### src/rtl/irq_unit_pkg.sv
package irq_unit_pkg;
  localparam int DATA_W    = 8;
  localparam int ADDR_W    = 3;
  localparam int NUM_EV    = 7;
  localparam int NUM_TALLY = 3;

  localparam int B_RX_OK   = 0;
  localparam int B_TX_OK   = 1;
  localparam int B_RX_ERR  = 2;
  localparam int B_TX_ERR  = 3;
  localparam int B_OVW     = 4;
  localparam int B_CNT_OVF = 5;
  localparam int B_RDMA    = 6;

  typedef enum logic [ADDR_W-1:0] {
    A_STATUS      = 3'd0,
    A_MASK        = 3'd1,
    A_TALLY_ALIGN = 3'd2,
    A_TALLY_CRC   = 3'd3,
    A_TALLY_MISS  = 3'd4
  } reg_addr_e;
endpackage

### src/rtl/irq_tally_ctr.sv
module irq_tally_ctr #(
  parameter int W = 8
) (
  input  logic         clk,
  input  logic         rst_n,
  input  logic         inc,
  input  logic         clr,
  output logic [W-1:0] count,
  output logic         msb_rise
);
  localparam logic [W-1:0] CNT_MAX = '1;
  localparam logic [W-1:0] CNT_ONE = {{(W-1){1'b0}}, 1'b1};

  logic [W-1:0] nxt;

  always_comb begin
    if (clr)
      nxt = inc ? CNT_ONE : '0;
    else if (inc && count != CNT_MAX)
      nxt = count + CNT_ONE;
    else
      nxt = count;
  end

  assign msb_rise = nxt[W-1] & ~count[W-1];

  always_ff @(posedge clk or negedge rst_n) begin
    if (!rst_n) count <= '0;
    else        count <= nxt;
  end


  sat_hold_chk: assert property (@(posedge clk) disable iff (!rst_n)
    (count == CNT_MAX && inc && !clr) |=> (count == CNT_MAX));


  rd_clear_chk: assert property (@(posedge clk) disable iff (!rst_n)
    clr |=> (count <= CNT_ONE));
endmodule

### src/rtl/irq_reset_flag.sv
module irq_reset_flag (
  input  logic clk,
  input  logic rst_n,
  input  logic set_stop,
  input  logic set_ovw,
  input  logic clr_start,
  input  logic clr_freed,
  output logic flag
);
  logic set_any, clr_any;
  assign set_any = set_stop | set_ovw;
  assign clr_any = clr_start | clr_freed;

  always_ff @(posedge clk or negedge rst_n) begin
    if (!rst_n)       flag <= 1'b1;
    else if (set_any) flag <= 1'b1;
    else if (clr_any) flag <= 1'b0;
  end


  stop_sets_chk: assert property (@(posedge clk) disable iff (!rst_n)
    set_stop |=> flag);


  free_clears_chk: assert property (@(posedge clk) disable iff (!rst_n)
    (clr_freed && !set_stop && !set_ovw) |=> !flag);
endmodule

### src/rtl/irq_status_reg.sv
module irq_status_reg #(
  parameter int N = 7
) (
  input  logic         clk,
  input  logic         rst_n,
  input  logic [N-1:0] ev,
  input  logic [N-1:0] clr_mask,
  output logic [N-1:0] sts
);
  for (genvar i = 0; i < N; i++) begin : g_bit
    always_ff @(posedge clk or negedge rst_n) begin
      if (!rst_n)           sts[i] <= 1'b0;
      else if (ev[i])       sts[i] <= 1'b1;
      else if (clr_mask[i]) sts[i] <= 1'b0;
    end


    event_wins_chk: assert property (@(posedge clk) disable iff (!rst_n)
      ev[i] |=> sts[i]);


    w1c_chk: assert property (@(posedge clk) disable iff (!rst_n)
      (clr_mask[i] && !ev[i]) |=> !sts[i]);
  end
endmodule

### src/rtl/irq_event_unit.sv
module irq_event_unit
  import irq_unit_pkg::*;
#(
  parameter int TALLY_W = 8
) (
  input  logic              clk,
  input  logic              rst_n,
  input  logic              ev_rx_ok,
  input  logic              ev_tx_ok,
  input  logic              ev_rx_err,
  input  logic              ev_tx_err,
  input  logic              ev_overwrite,
  input  logic              ev_rdma_done,
  input  logic              cmd_stop,
  input  logic              cmd_start,
  input  logic              ring_freed,
  input  logic              tally_align,
  input  logic              tally_crc,
  input  logic              tally_miss,
  input  logic              reg_rd,
  input  logic              reg_wr,
  input  logic [ADDR_W-1:0] reg_addr,
  input  logic [DATA_W-1:0] reg_wdata,
  output logic [DATA_W-1:0] reg_rdata,
  output logic              irq
);
  localparam int TALLY_BASE = int'(A_TALLY_ALIGN);

  logic [NUM_EV-1:0]    ev_vec;
  logic [NUM_EV-1:0]    clr_vec;
  logic [NUM_EV-1:0]    sts;
  logic [NUM_EV-1:0]    mask_q;
  logic                 rst_flag;
  logic [NUM_TALLY-1:0] tally_inc;
  logic [NUM_TALLY-1:0] tally_clr;
  logic [NUM_TALLY-1:0] tally_rise;
  logic [TALLY_W-1:0]   tally_cnt [NUM_TALLY];

  assign tally_inc = {tally_miss, tally_crc, tally_align};

  for (genvar k = 0; k < NUM_TALLY; k++) begin : g_tally
    assign tally_clr[k] = reg_rd && (reg_addr == ADDR_W'(TALLY_BASE + k));
    irq_tally_ctr #(.W(TALLY_W)) u_ctr (
      .clk      (clk),
      .rst_n    (rst_n),
      .inc      (tally_inc[k]),
      .clr      (tally_clr[k]),
      .count    (tally_cnt[k]),
      .msb_rise (tally_rise[k])
    );
  end

  always_comb begin
    ev_vec            = '0;
    ev_vec[B_RX_OK]   = ev_rx_ok;
    ev_vec[B_TX_OK]   = ev_tx_ok;
    ev_vec[B_RX_ERR]  = ev_rx_err;
    ev_vec[B_TX_ERR]  = ev_tx_err;
    ev_vec[B_OVW]     = ev_overwrite;
    ev_vec[B_CNT_OVF] = |tally_rise;
    ev_vec[B_RDMA]    = ev_rdma_done;
  end

  assign clr_vec = (reg_wr && reg_addr == A_STATUS) ? reg_wdata[NUM_EV-1:0] : '0;

  irq_status_reg #(.N(NUM_EV)) u_sts (
    .clk      (clk),
    .rst_n    (rst_n),
    .ev       (ev_vec),
    .clr_mask (clr_vec),
    .sts      (sts)
  );

  irq_reset_flag u_flag (
    .clk       (clk),
    .rst_n     (rst_n),
    .set_stop  (cmd_stop),
    .set_ovw   (ev_overwrite),
    .clr_start (cmd_start),
    .clr_freed (ring_freed),
    .flag      (rst_flag)
  );

  always_ff @(posedge clk or negedge rst_n) begin
    if (!rst_n)                             mask_q <= '0;
    else if (reg_wr && reg_addr == A_MASK)  mask_q <= reg_wdata[NUM_EV-1:0];
  end

  always_comb begin
    unique case (reg_addr)
      A_STATUS:      reg_rdata = {rst_flag, sts};
      A_MASK:        reg_rdata = {1'b0, mask_q};
      A_TALLY_ALIGN: reg_rdata = DATA_W'(tally_cnt[0]);
      A_TALLY_CRC:   reg_rdata = DATA_W'(tally_cnt[1]);
      A_TALLY_MISS:  reg_rdata = DATA_W'(tally_cnt[2]);
      default:       reg_rdata = '0;
    endcase
  end

  assign irq = |(sts & mask_q);


  irq_quiet_chk: assert property (@(posedge clk) disable iff (!rst_n)
    (mask_q == '0) |-> !irq);


  ovf_flag_chk: assert property (@(posedge clk) disable iff (!rst_n)
    (|tally_rise) |=> sts[B_CNT_OVF]);


  flag_ro_chk: assert property (@(posedge clk) disable iff (!rst_n)
    (reg_wr && !cmd_stop && !cmd_start && !ev_overwrite && !ring_freed)
      |=> $stable(rst_flag));
endmodule

### config.mk
export PLATFORM = sky130hd
export DESIGN_NAME = irq_event_unit
export DESIGN_NICKNAME = d
export VERILOG_FILES = /design/src/rtl/irq_unit_pkg.sv /design/src/rtl/irq_tally_ctr.sv /design/src/rtl/irq_reset_flag.sv /design/src/rtl/irq_status_reg.sv /design/src/rtl/irq_event_unit.sv
export SDC_FILE = /design/constraint.sdc
export NUM_CORES = 1
export LEC_CHECK = 0
export BUFFER_PORTS_ARGS = -buffer_cell sky130_fd_sc_hd__buf_4
export CAP_MARGIN = 10
export CORE_MARGIN = 2
export CORE_UTILIZATION = 40
export CTS_CLUSTER_SIZE = 20
export DETAILED_ROUTE_END_ITERATION = 8
export GPL_TIMING_DRIVEN = 1
export PLACE_DENSITY_LB_ADDON = 0.3
export SYNTH_ARGS = -nofsm -noshare
export SYNTH_HDL_FRONTEND = slang
export SYNTH_SLANG_ARGS = --single-unit
### constraint.sdc
create_clock -name clk -period 2.55 [get_ports clk]
set_clock_uncertainty 0.15 [all_clocks]
set_input_delay 0.51 -clock clk [delete_from_list [all_inputs] [get_ports clk]]
set_output_delay 0.51 -clock clk [all_outputs]
set_load 0.02 [all_outputs]
==> flow_summary.json <==
{
  "die_x_um": 79.50,
  "final_cell_mix": "39 x buf_4, 38 x dfrtp_1, 18 x nor2_1",
  "finalSetupViolations": 0,
  "seq_area_sq_um": 977.2,
  "critical_path_required_ns": 1.89,
  "critPathLaunchType": "register",
  "critical_path_arrival_ns": 1.79,
  "portBuffers": 34,
  "slew_viol_final": 0,
  "max_slew.worst_pin.slew_ns": 0.5008,
  "cts.reportedPaths.clkPinSlew_ns": 0.09,
  "cts_tree": "yes",
  "firstDrtPassIters": 4,
  "critical-path-top-delay-family": "multiplexers",
  "fin_setup_tns_ns": 0,
  "coreArea_sq_um": 5507,
  "timing.fmax_ghz": 0.4076,
  "clock_latency_ns": 0.30,
  "die_y_um": 79.50,
  "drc_errors": 0,
  "drv_cap": 0,
  "async_reset_ff_share_pct": 100.0,
  "yosysWarnings": 0,
  "hold_ws_ns": 0.02699,
  "routed_wl_mm": 5.650,
  "nFillCells": 528,
  "drive_gt1_share_pct": 22.06,
  "synth_ff_type": "dfrtp_1",
  "seq_power_share_pct": 51.5,
  "start_util_pct": 41.40,
  "overflow": 0,
  "pwr-share-clk_pct": 23.1,
  "relSlewSlack_pct": 66.47,
  "track_usage_pct": 18.92,
  "io_pins": 36,
  "hold_class": "in -> async",
  "synth-seq-cells": 39,
  "switching_share_pct": 36.12,
  "clockRootBuffer": "clkbuf_8",
  "comb_power_share_pct": 25.5,
  "path_cells": "mux4_2, nor2b_1, a31o_2, buf_4",
  "place.gp.congestion": 0.8358,
  "pwr_density_cell_nw_per_um2": 687.5,
  "p_switching_uw": 667.4,
  "ctsResizeCount": 0,
  "worstReg2RegEnd": "g_tally[0].u_ctr.count[6]",
  "antenna_found_initial": 0,
  "critPathMaxFanout": 7,
  "synth.distinct_cells": 48,
  "htree_levels": 2,
  "antenna_left": 0,
  "drtIter0Drc": 146,
  "routedWlPerCell_um": 16.42,
  "vias": 2043,
  "viasPerCell": 5.939,
  "nNetsFinal": 301,
  "period_share_pct": 96.20,
  "die-area_sq_um": 6319,
  "hpwl_mm": 4.112,
  "cts_buffers": 5,
  "hold_buffers": 0,
  "syn_inst": 235,
  "synth.avg_cell_area_sq_um": 9.701,
  "r2r_cells": 5,
  "area_growth_pct": 17.89,
  "regToRegSetupSlack_ns": 0.74,
  "leakage_uw": 0.001128,
  "crit_path_top_delay_cell": "mux4_2",
  "diodes": 0,
  "multiInputGateArea_sq_um": 1239,
  "clock-sinks": 39,
  "rows": 27,
  "crit_start": "g_tally[1].u_ctr.count[2]",
  "cp-end-kind": "output pin",
  "syn_area_sq_um": 2280,
  "syn-num-nets": 265,
  "hold_viol_final": 0,
  "ir_worst_vdd_uv": 374.7,
  "synth_edf_count": 0,
  "crit_type": "reg -> out",
  "cp_num_buf_inv": 1,
  "ys_seq_area_share_pct": 42.86,
  "min_period_ns": 2.453,
  "final_common_cell": "buf_4",
  "r2r-start": "g_tally[0].u_ctr.count[0]",
  "internal_power_uw": 1180,
  "grt_pass1_vias": 1807,
  "cp_slowest_stage_delay_ns": 0.50,
  "run_status": "finished, final reports clean",
  "grt_pass1_wl_mm": 9.190,
  "rsz0062_at_grt": "no",
  "grt_max_degree": 40,
  "clock_path_buffers": 2,
  "cts_setup_buffers": 0
}
## flip-flops by register name, indices dropped and copies added (netlist names)
| register | count |
|---|---|
| mask_q | 7 |
| u_flag.flag | 1 |
| u_sts.sts | 7 |
| g_tally.u_ctr.count | 24 |
## stage by stage
step	util, %	area [sq um]	total power (uW)	std cells	worst slack [ns]
after floorplan	-	2280	1224	235	0.3380
after global placement	47.26	2603	1414	336	0.2652
after detailed placement	47.26	2603	1430	336	0.2681
after CTS	48.81	2688	1857	344	0.1026
after global routing	48.81	2688	1974	344	0.04180
final	48.81	2688	1848	344	0.09684
## power groups by stage
| stage | clock (uW) | combinational [uW] | sequential [uW] |
|---|---|---|---|
| after floorplan | 0 | 338 | 886 |
| after global placement | 0 | 459 | 954 |
| after detailed placement | 0 | 471 | 960 |
| after CTS | 436 | 474 | 947 |
| after global routing | 466 | 528 | 980 |
| final | 426 | 471 | 951 |
## per-layer routing
layer	vias to the layer above	track usage [%]	wire length, um
li1	974	-	-
met4	0	7.759	98
met5	-	0	0
met2	50	27.90	2635
met3	8	2.602	262
met1	1011	27.78	2655
## synth_stat cells, types with 8 or more instances
cell	instances	area, sq um
o21ai_0	11	55.05
nand2_1	16	60.06
nor2_1	18	67.56
a21oi_1	17	85.08
nand3_1	14	70.07
dfrtp_1	38	950.9
mux2i_1	13	130.1
and3_1	8	50.05
mux2_2	8	90.09
## cell families (layout without fill, tap and decap cells)
logic type,after synthesis,in the layout,share of synthesized area (%)
buffers and inverters,11,48,2.799
muxes,22,22,10.65
xor gates and xnor gates,1,1,0.3843
adders and majority gates,3,3,1.647
AOI/OAI and AO/OA,67,67,18.66
DFF,39,39,42.87
and+or+nand+nor,92,92,23.00
## worst max-delay path by stage
stage	end	slack (ns)	cells past startpoint
floorplan	reg_rdata[2]	0.34	4
global placement	reg_rdata[2]	0.27	5
detailed placement	reg_rdata[2]	0.27	5
CTS	reg_rdata[2]	0.10	4
global route	reg_rdata[2]	0.04	4
finish	reg_rdata[2]	0.1	4
## area by class of cell
class	count	area share, %
Inverter	1	0.1397
Timing Repair Buffer	39	10.89
Sequential cell	39	36.36
Multi-Input combinational cell	185	46.09
Tap cell	72	3.352
Clock inverter	2	0.4655
Clock buffer	6	2.700
Note: power is estimated with default switching activity, not from simulation.
